File: src/rtl/mac_pkg.sv
// Package for the multiply-accumulate unit.
// Holds the request-form encoding shared by the design modules.
package mac_pkg;
    typedef enum logic {
        MAC_LONG = 1'b0,
        MAC_WORD = 1'b1
    } mac_form_e;
endpackage

File: src/rtl/mac_mult.sv
// Product former: sign-extends the operands according to the request form
// and returns the product truncated to the accumulator width.
// Assumes ACC_W is twice WORD_W. Truncating the product to ACC_W keeps it
// exact modulo 2^ACC_W.
module mac_mult
    import mac_pkg::*;
#(
    parameter int WORD_W  = 32,
    parameter int SHORT_W = 16,
    localparam int ACC_W  = 2 * WORD_W
) (
    input  mac_form_e          form_i,
    input  logic [WORD_W-1:0]  a_i,
    input  logic [WORD_W-1:0]  b_i,
    output logic [ACC_W-1:0]   prod_o
);
    logic [ACC_W-1:0] ext_a;
    logic [ACC_W-1:0] ext_b;

    // Choose full-width or short-width sign extension for each operand.
    always_comb begin
        if (form_i == MAC_WORD) begin
            ext_a = {{(ACC_W-SHORT_W){a_i[SHORT_W-1]}}, a_i[SHORT_W-1:0]};
            ext_b = {{(ACC_W-SHORT_W){b_i[SHORT_W-1]}}, b_i[SHORT_W-1:0]};
        end else begin
            ext_a = {{(ACC_W-WORD_W){a_i[WORD_W-1]}}, a_i};
            ext_b = {{(ACC_W-WORD_W){b_i[WORD_W-1]}}, b_i};
        end
    end

    // Product modulo 2^ACC_W; the low bits equal those of the signed product.
    always_comb prod_o = ext_a * ext_b;
endmodule

File: src/rtl/mac_sat.sv
// Write-back stage: adds the product into the sum and applies the
// form-specific limit when saturation is requested.
// Assumes the product arrives already sign-extended to ACC_W bits.
module mac_sat
    import mac_pkg::*;
#(
    parameter int WORD_W    = 32,
    parameter int LONG_KEEP = 15,
    localparam int ACC_W    = 2 * WORD_W,
    localparam int TOP_W    = ACC_W - WORD_W + 1
) (
    input  mac_form_e          form_i,
    input  logic               sat_i,
    input  logic [ACC_W-1:0]   acc_i,
    input  logic [ACC_W-1:0]   prod_i,
    output logic [WORD_W-1:0]  hi_o,
    output logic [WORD_W-1:0]  lo_o
);
    localparam logic [WORD_W-1:0] KEEP_MASK = WORD_W'((64'd1 << LONG_KEEP) - 64'd1);
    localparam logic [WORD_W-1:0] NEG_FILL  = ~WORD_W'((64'd1 << (LONG_KEEP + 1)) - 64'd1);
    localparam logic [WORD_W-1:0] POS_LIM   = {1'b0, {(WORD_W-1){1'b1}}};
    localparam logic [WORD_W-1:0] NEG_LIM   = {1'b1, {(WORD_W-1){1'b0}}};
    localparam logic [WORD_W-1:0] MARK      = WORD_W'(1);

    logic [ACC_W-1:0] sum;
    logic [TOP_W-1:0] top;
    logic             fits_word;
    logic             neg;

    // Raw wrap-around sum and the range tests on it.
    always_comb begin
        sum       = acc_i + prod_i;
        top       = sum[ACC_W-1:WORD_W-1];
        fits_word = (top == '0) || (top == '1);
        neg       = sum[ACC_W-1];
    end

    // Select the written-back words by form and saturation mode.
    always_comb begin
        hi_o = sum[ACC_W-1:WORD_W];
        lo_o = sum[WORD_W-1:0];
        if (sat_i) begin
            if (form_i == MAC_LONG) begin
                hi_o = neg ? (sum[ACC_W-1:WORD_W] | NEG_FILL)
                           : (sum[ACC_W-1:WORD_W] & KEEP_MASK);
            end else if (!fits_word) begin
                hi_o = MARK;
                lo_o = neg ? NEG_LIM : POS_LIM;
            end
        end
    end
endmodule

File: src/rtl/mac_unit.sv
// Saturating multiply-accumulate unit, top level.
// Holds the sum in two word registers and a completion pulse register.
// Assumes a synchronous active-low reset; clear has priority over start.
module mac_unit
    import mac_pkg::*;
#(
    parameter int WORD_W    = 32,
    parameter int SHORT_W   = 16,
    parameter int LONG_KEEP = 15
) (
    input  logic              clk,
    input  logic              rst_n,
    input  logic              start_i,
    input  logic              op_word_i,
    input  logic              sat_i,
    input  logic [WORD_W-1:0] opa_i,
    input  logic [WORD_W-1:0] opb_i,
    input  logic              clear_i,
    output logic [WORD_W-1:0] acc_hi_o,
    output logic [WORD_W-1:0] acc_lo_o,
    output logic              done_o
);
    localparam int ACC_W = 2 * WORD_W;

    mac_form_e         form;
    logic [ACC_W-1:0]  prod;
    logic [WORD_W-1:0] nxt_hi;
    logic [WORD_W-1:0] nxt_lo;
    logic [WORD_W-1:0] hi_q;
    logic [WORD_W-1:0] lo_q;
    logic              done_q;

    // Decode the form select into the shared encoding.
    always_comb form = op_word_i ? MAC_WORD : MAC_LONG;

    mac_mult #(
        .WORD_W  (WORD_W),
        .SHORT_W (SHORT_W)
    ) u_mult (
        .form_i (form),
        .a_i    (opa_i),
        .b_i    (opb_i),
        .prod_o (prod)
    );

    mac_sat #(
        .WORD_W    (WORD_W),
        .LONG_KEEP (LONG_KEEP)
    ) u_sat (
        .form_i (form),
        .sat_i  (sat_i),
        .acc_i  ({hi_q, lo_q}),
        .prod_i (prod),
        .hi_o   (nxt_hi),
        .lo_o   (nxt_lo)
    );

    // Sum registers: reset, clear, accept, or hold.
    always_ff @(posedge clk) begin
        if (!rst_n || clear_i) begin
            hi_q <= '0;
            lo_q <= '0;
        end else if (start_i) begin
            hi_q <= nxt_hi;
            lo_q <= nxt_lo;
        end
    end

    // Completion pulse for each request that was not overridden by clear.
    always_ff @(posedge clk) begin
        if (!rst_n) done_q <= 1'b0;
        else        done_q <= start_i && !clear_i;
    end

    assign acc_hi_o = hi_q;
    assign acc_lo_o = lo_q;
    assign done_o   = done_q;
endmodule

File: config.mk
export PLATFORM = sky130hd
export DESIGN_NAME = mac_unit
export DESIGN_NICKNAME = d
export VERILOG_FILES = /design/src/rtl/mac_pkg.sv /design/src/rtl/mac_mult.sv /design/src/rtl/mac_sat.sv /design/src/rtl/mac_unit.sv
export SDC_FILE = /design/constraint.sdc
export NUM_CORES = 2
export LEC_CHECK = 0
export BUFFER_PORTS_ARGS = -buffer_cell sky130_fd_sc_hd__buf_2
export CORE_MARGIN = 4
export CORE_UTILIZATION = 40
export CTS_BUF_LIST = sky130_fd_sc_hd__clkbuf_4 sky130_fd_sc_hd__clkbuf_8
export CTS_CLUSTER_DIAMETER = 30
export DETAILED_ROUTE_END_ITERATION = 7
export GPL_ROUTABILITY_DRIVEN = 0
export HOLD_SLACK_MARGIN = 0.06
export PLACE_DENSITY = 0.59
export SYNTH_ARGS = -nofsm -noshare
export SYNTH_HDL_FRONTEND = slang
export SYNTH_SLANG_ARGS = --single-unit
File: constraint.sdc
create_clock -name clk -period 27.6 [get_ports clk]
set_input_delay 0 -clock clk [delete_from_list [all_inputs] [get_ports clk]]
set_output_delay 0 -clock clk [all_outputs]
set_load 0.01 [all_outputs]
# --- Word level (Yosys, flattened, before mapping) ---
# Cells that the tools add are included.
totals:
  ff_bits: 65
classes:
  n_reduce_logical: 6
  n_mux: 11
  addsub: 1
  n_mul: 1
  eq_ne: 1
op_table:
  columns: ["op", "n"]
  rows:
  - ["2-to-1 mux 32 bit", 8]
  - ["2-to-1 mux 64 bit", 2]
  - ["adder 64 bit", 1]
  - ["multiplier 64 x 64 -> 64 bit", 1]
  - ["equality test 33 bit (second input constant)", 1]
  - ["logical NOT 33 bit", 1]
  - ["logical NOT 1 bit", 2]
  - ["logical OR 1 bit", 2]
  - ["logical AND 1 bit", 1]
  - ["2-to-1 mux 1 bit", 1]

# --- Depth between registers and ports, before layout ---
depth:
  ltp_word: 9
  depth_mapped: 43
  depth_no_buf: 38

# --- Cells and area by module ---
# A second synthesis with hierarchy kept.
unflattened:
  hier_cells: 5968
  area_unflattened_um2: 53508.8
by_module_without_submodules:
  columns: ["module", "area_each_um2", "cells_per_inst", "n_inst"]
  rows:
  - ["mac_mult", 45798.9, 4891, 1]
  - ["mac_sat", 5361.4, 867, 1]
  - ["mac_unit", 2348.5, 210, 1]

# --- Least setup slack after synthesis ---
# OpenSTA, ideal clock, no wires.
synth_path:
  path_kind: "input to register"
  start: "input opa_i[15]"
  end: "register lo_q[10] (netlist: acc_lo_o[10])"
  path_slack_ps: 16880
  cell_stages: 41
  t_arrival_ps: 10564
  t_required_ps: 27444
  cell_sequence: "and2_1 > clkbuf_1 > clkbuf_1 > a21o_1 > clkbuf_1 > nand2_1 > inv_1 > fa_1 > inv_1 > fa_1 > inv_1 > fa_1 > inv_1 > fa_1 > inv_1 > fa_1 > inv_1 > fa_1 > [... 5 more ...] > fa_1 > inv_1 > ha_1 > clkbuf_1 > a21oi_1 > nand2_1 > a221oi_1 > o31ai_1 > a221oi_1 > o41ai_1 > xnor2_1 > nor4bb_1 > nand4_1 > o41ai_4 > or2_1 > buf_4 > buf_6 > a311oi_2"
synth_between:
  elab_chain_cells: 8
  elab_cells_between_ends: 10
synth_lines:
  columns: ["item", "line_no", "text"]
  rows:
  - ["from (decl)", "mac_unit.sv:16", "input logic [WORD_W-1:0] opa_i,"]
  - ["2-to-1 mux 64 bit (*)", "mac_mult.sv:22", "if (form_i == MAC_WORD) begin"]
  - ["multiplier 64 x 64 -> 64 bit (*)", "mac_mult.sv:32", "always_comb prod_o = ext_a * ext_b;"]
  - ["adder 64 bit (*)", "mac_sat.sv:32", "sum = acc_i + prod_i;"]
  - ["equality test 33 bit / logical NOT 33 bit (equally long branches)", "mac_sat.sv:34", "fits_word = (top == '0) || (top == '1);"]
  - ["logical OR 1 bit", "mac_sat.sv:34", null]
  - ["2-to-1 mux 32 bit (*)", "mac_sat.sv:46", "end else if (!fits_word) begin"]
  - ["2-to-1 mux 32 bit (*)", "mac_sat.sv:43", "if (form_i == MAC_LONG) begin"]
  - ["2-to-1 mux 32 bit (*)", "mac_sat.sv:42", "if (sat_i) begin"]
  - ["to (signal assigned)", "mac_unit.sv:65", "lo_q <= nxt_lo;"]
  - ["to (decl)", "mac_unit.sv:30", "logic [WORD_W-1:0] lo_q;"]
# Mark *: on every way between the ends. The rest lies on a longest branch, timed or not.
# A chain may end at the register's enable or synchronous reset.

# --- Worst setup path in the final report ---
layout_path:
  start: "input opa_i[15]"
  end: "register lo_q[13] (netlist: acc_lo_o[13])"
# Same word-level chain as after synthesis.

==> results.rst <==
.. list-table::
   :header-rows: 1

   * - Metric
     - Value
   * - Max incr delay on CP
     - 0.97 ns
   * - Number of storage elements in the synthesis netlist
     - 65
   * - Hold_sp
     - clear_i
   * - Clock-pin slew reported for the worst setup and hold paths after clock tree synthesis
     - 0.07 ns
   * - Post-route setup TNS
     - 0 ns
   * - Mean instance size in the synthesized netlist
     - 9.399 µm²
   * - Yosys warnings
     - 0
   * - Worst path arrival time
     - 13.54 ns
   * - Critical path capture point type
     - register
   * - X dimension of the die
     - 364.6 µm
   * - DRC violation count after routing
     - 0
   * - Total number of H-tree levels
     - 3
   * - Number of antenna violations at the first check in global routing
     - 6
   * - Final net count
     - 7164
   * - Die Area
     - 133000 µm²
   * - Total GRT Usage
     - 25.04%
   * - Largest fanout on the critical path
     - 33
   * - Number of I/O pins
     - 135
   * - TritonCTS clock tree
     - built
   * - Required time of the critical path
     - 27.82 ns
   * - Post-CTS Setup Inserts
     - 0
   * - Max-slew violation total from the final report
     - 0
   * - Most frequent cell on the critical path
     - fa_1
   * - Global-route track usage on met2
     - 37.34%
   * - Half-perimeter wire length after placement
     - 141.9 mm
   * - Port Buf Inserts
     - 134
   * - Buffers from clock root to sink, at most
     - 2
   * - Result of the run
     - completed
   * - Post-placement cell count
     - 6997
   * - Cell types with the largest area share after synthesis
     - fa_1, inv_1, ha_1
   * - Average routed wire per standard cell
     - 22.86 µm
   * - Proportion of synthesized chip area in sequential cells
     - 2.558%
   * - Maximum capacitance violations
     - 0
   * - First drt pass iteration count
     - 7
   * - Ys async rst share
     - 0%
   * - Count of non-filler cells in the finished layout
     - 7021
   * - Total number of vias
     - 37.16k
   * - Clock latency on the worst-skew pair
     - 0.39 ns
   * - Commonest cells after routing, fill and taps aside
     - fa_1, inv_1, nand2_1, and2_1, ha_1
   * - Post-Synthesis Cells
     - 5413
   * - Worst clock skew
     - 0.01457 ns
   * - Height of the die
     - 364.6 µm
   * - Layer with the highest usage
     - met2
   * - Clk root buf
     - clkbuf_8
   * - Worst relative slew slack
     - 9.426%
   * - Final WL
     - 160.5 mm
   * - Remaining antenna violation count after routing
     - 0
   * - CTS sink count
     - 65
   * - Pin count of the biggest net entering global routing
     - 70
   * - Worst flop-to-flop path startpoint
     - acc_hi_o[0]
   * - Startpoint types
     - input port
   * - Number of standard-cell rows in the floorplan
     - 130
   * - Netlist area before placement
     - 50880 µm²
   * - Starting utilization of the core area
     - 40.41%
   * - Met1 capacity usage during global routing
     - 35.21%
   * - Core area
     - 125900 µm²
   * - Global-route wire length before repair
     - 251.2 mm
   * - Final count of negative-setup-slack endpoints
     - 0
   * - Crit Path Category
     - input port to register
   * - Top achievable clock speed
     - 75.04 MHz
   * - Number of DRC markers after the initial detailed-route iteration
     - 2899
   * - Portion of the clock cycle consumed by the worst path in the final layout
     - 48.28%
   * - Critical path origin
     - opa_i[15]
   * - Total overflow reported by the global router
     - 0
   * - Top flip-flop cell by instance count after synthesis
     - dfxtp_1
   * - Proportion of netlist area held by the largest area contributor
     - 55.92%
   * - Netlist cell types
     - 88
   * - Critical path's slowest cell
     - and2_1
   * - Fillcell total
     - 12.55k
   * - Number of enable-type register cells in the synthesized netlist
     - 0
   * - Mapped Nets
     - 7217
   * - Utilization after layout
     - 42.37%
   * - Min cycle time layout
     - 13.33 ns
   * - Worst min-delay path category
     - input port to register
   * - Number of hold-slack violations in the final timing report
     - 0
   * - Cts bufs inserted
     - 9
   * - Via density per instance
     - 5.292
   * - Post-synth top area cell
     - fa_1
   * - Layout Area Growth over Synthesis
     - 4.845%
   * - Share of layout cells above drive strength 1
     - 4.678%
   * - Actual slew at the worst max-slew pin
     - 1.359 ns
   * - Vias in the first global route
     - 40.69k
   * - Commonest non-fill, non-tap cell in the layout
     - fa_1
   * - Setup repair after global routing missed its margin
     - no
   * - GR Util met3
     - 7.693%
-- cells in the mapped netlist (all sizes together), types with 12 or more instances --
cell    number
a211oi      18
a21o        61
a21oi      144
a311oi      23
and2       385
buf         30
clkbuf     222
dfxtp       65
fa        1421
ha         313
inv       1370
nand2      564
nand3       26
nand4       37
nor2       262
nor2b       50
nor3        28
nor4        15
o211ai      31
o21ai       57
or3         12
xnor2       86
xor2        23
-- registers in the layout, indices dropped and copies added, names as in the netlist --
register  flops
acc_hi_o     32
done_o        1
acc_lo_o     32
-- cell families after synthesis --
| kind of cell | synth area share, % |
|---|---|
| AO/OA/AOI/OAI | 6.286 |
| flip-flops | 2.558 |
| AND/OR/NAND/NOR | 13.40 |
| adder cells (fa/ha/maj) | 63.63 |
| buffers and inverters | 12.09 |
| multiplexers | 0.1623 |
| XOR/XNOR | 1.876 |
-- worst paths after layout --
kind | end | slack, ns | cells past startpoint
worst min-delay path | acc_hi_o[0] | 0.11 | 5
worst max register to register | acc_lo_o[13] | 18.30 | 22
worst max-delay path | acc_lo_o[13] | 14.27 | 37
worst min register to register | acc_hi_o[7] | 0.53 | 2
-- routing by layer --
metal  vias to the layer above  part of all wire [%]
li1                      15810                     -
met1                     19450                    43
met2                      1642                    43
met3                       258                    11
met4                         0                   3.4
met5                         -                     0
-- what timing repair did --
item,CTS,global route
hold buffers,1,0
hold endpoints to repair,1,0
resized for setup,0,0
-- per-stage QoR --
step | area (µm²) | setup slack [ns] | hold WS (ns)
finish | 53340 | 14.27 | 0.1147
global route | 53330 | 13.49 | 0.1274
CTS | 53300 | 14.43 | 0.09071
detailed placement | 53060 | 14.02 | 0.3495
global placement | 53060 | 14.14 | 0.3803
floorplan | 50880 | 16.88 | 0.2003
-- worst max-delay path, delay by kind of cell --
kind	cells	cell delay, ns
and+or+nand+nor	9	3.24
AOI/OAI and AO/OA	6	2.08
buffers and inverters	11	2.47
adders and majority gates	11	5.67
-- final cells by class --
cell class | count | area (µm²) | share of cell area [%]
Multi-Input combinational cell | 3724 | 43480 | 81.52
Clock inverter | 6 | 91.34 | 0.1712
Tap cell | 1650 | 2064 | 3.870
Clock buffer | 10 | 137.6 | 0.2580
Timing Repair Buffer | 188 | 1099 | 2.060
Antenna cell | 6 | 15.01 | 0.02815
Inverter | 1372 | 5150 | 9.655
Sequential cell | 65 | 1301 | 2.440
Power is left out: the tool's default activity adds up to more than one toggle a clock period on the data nets, which glitch-free logic cannot reach.
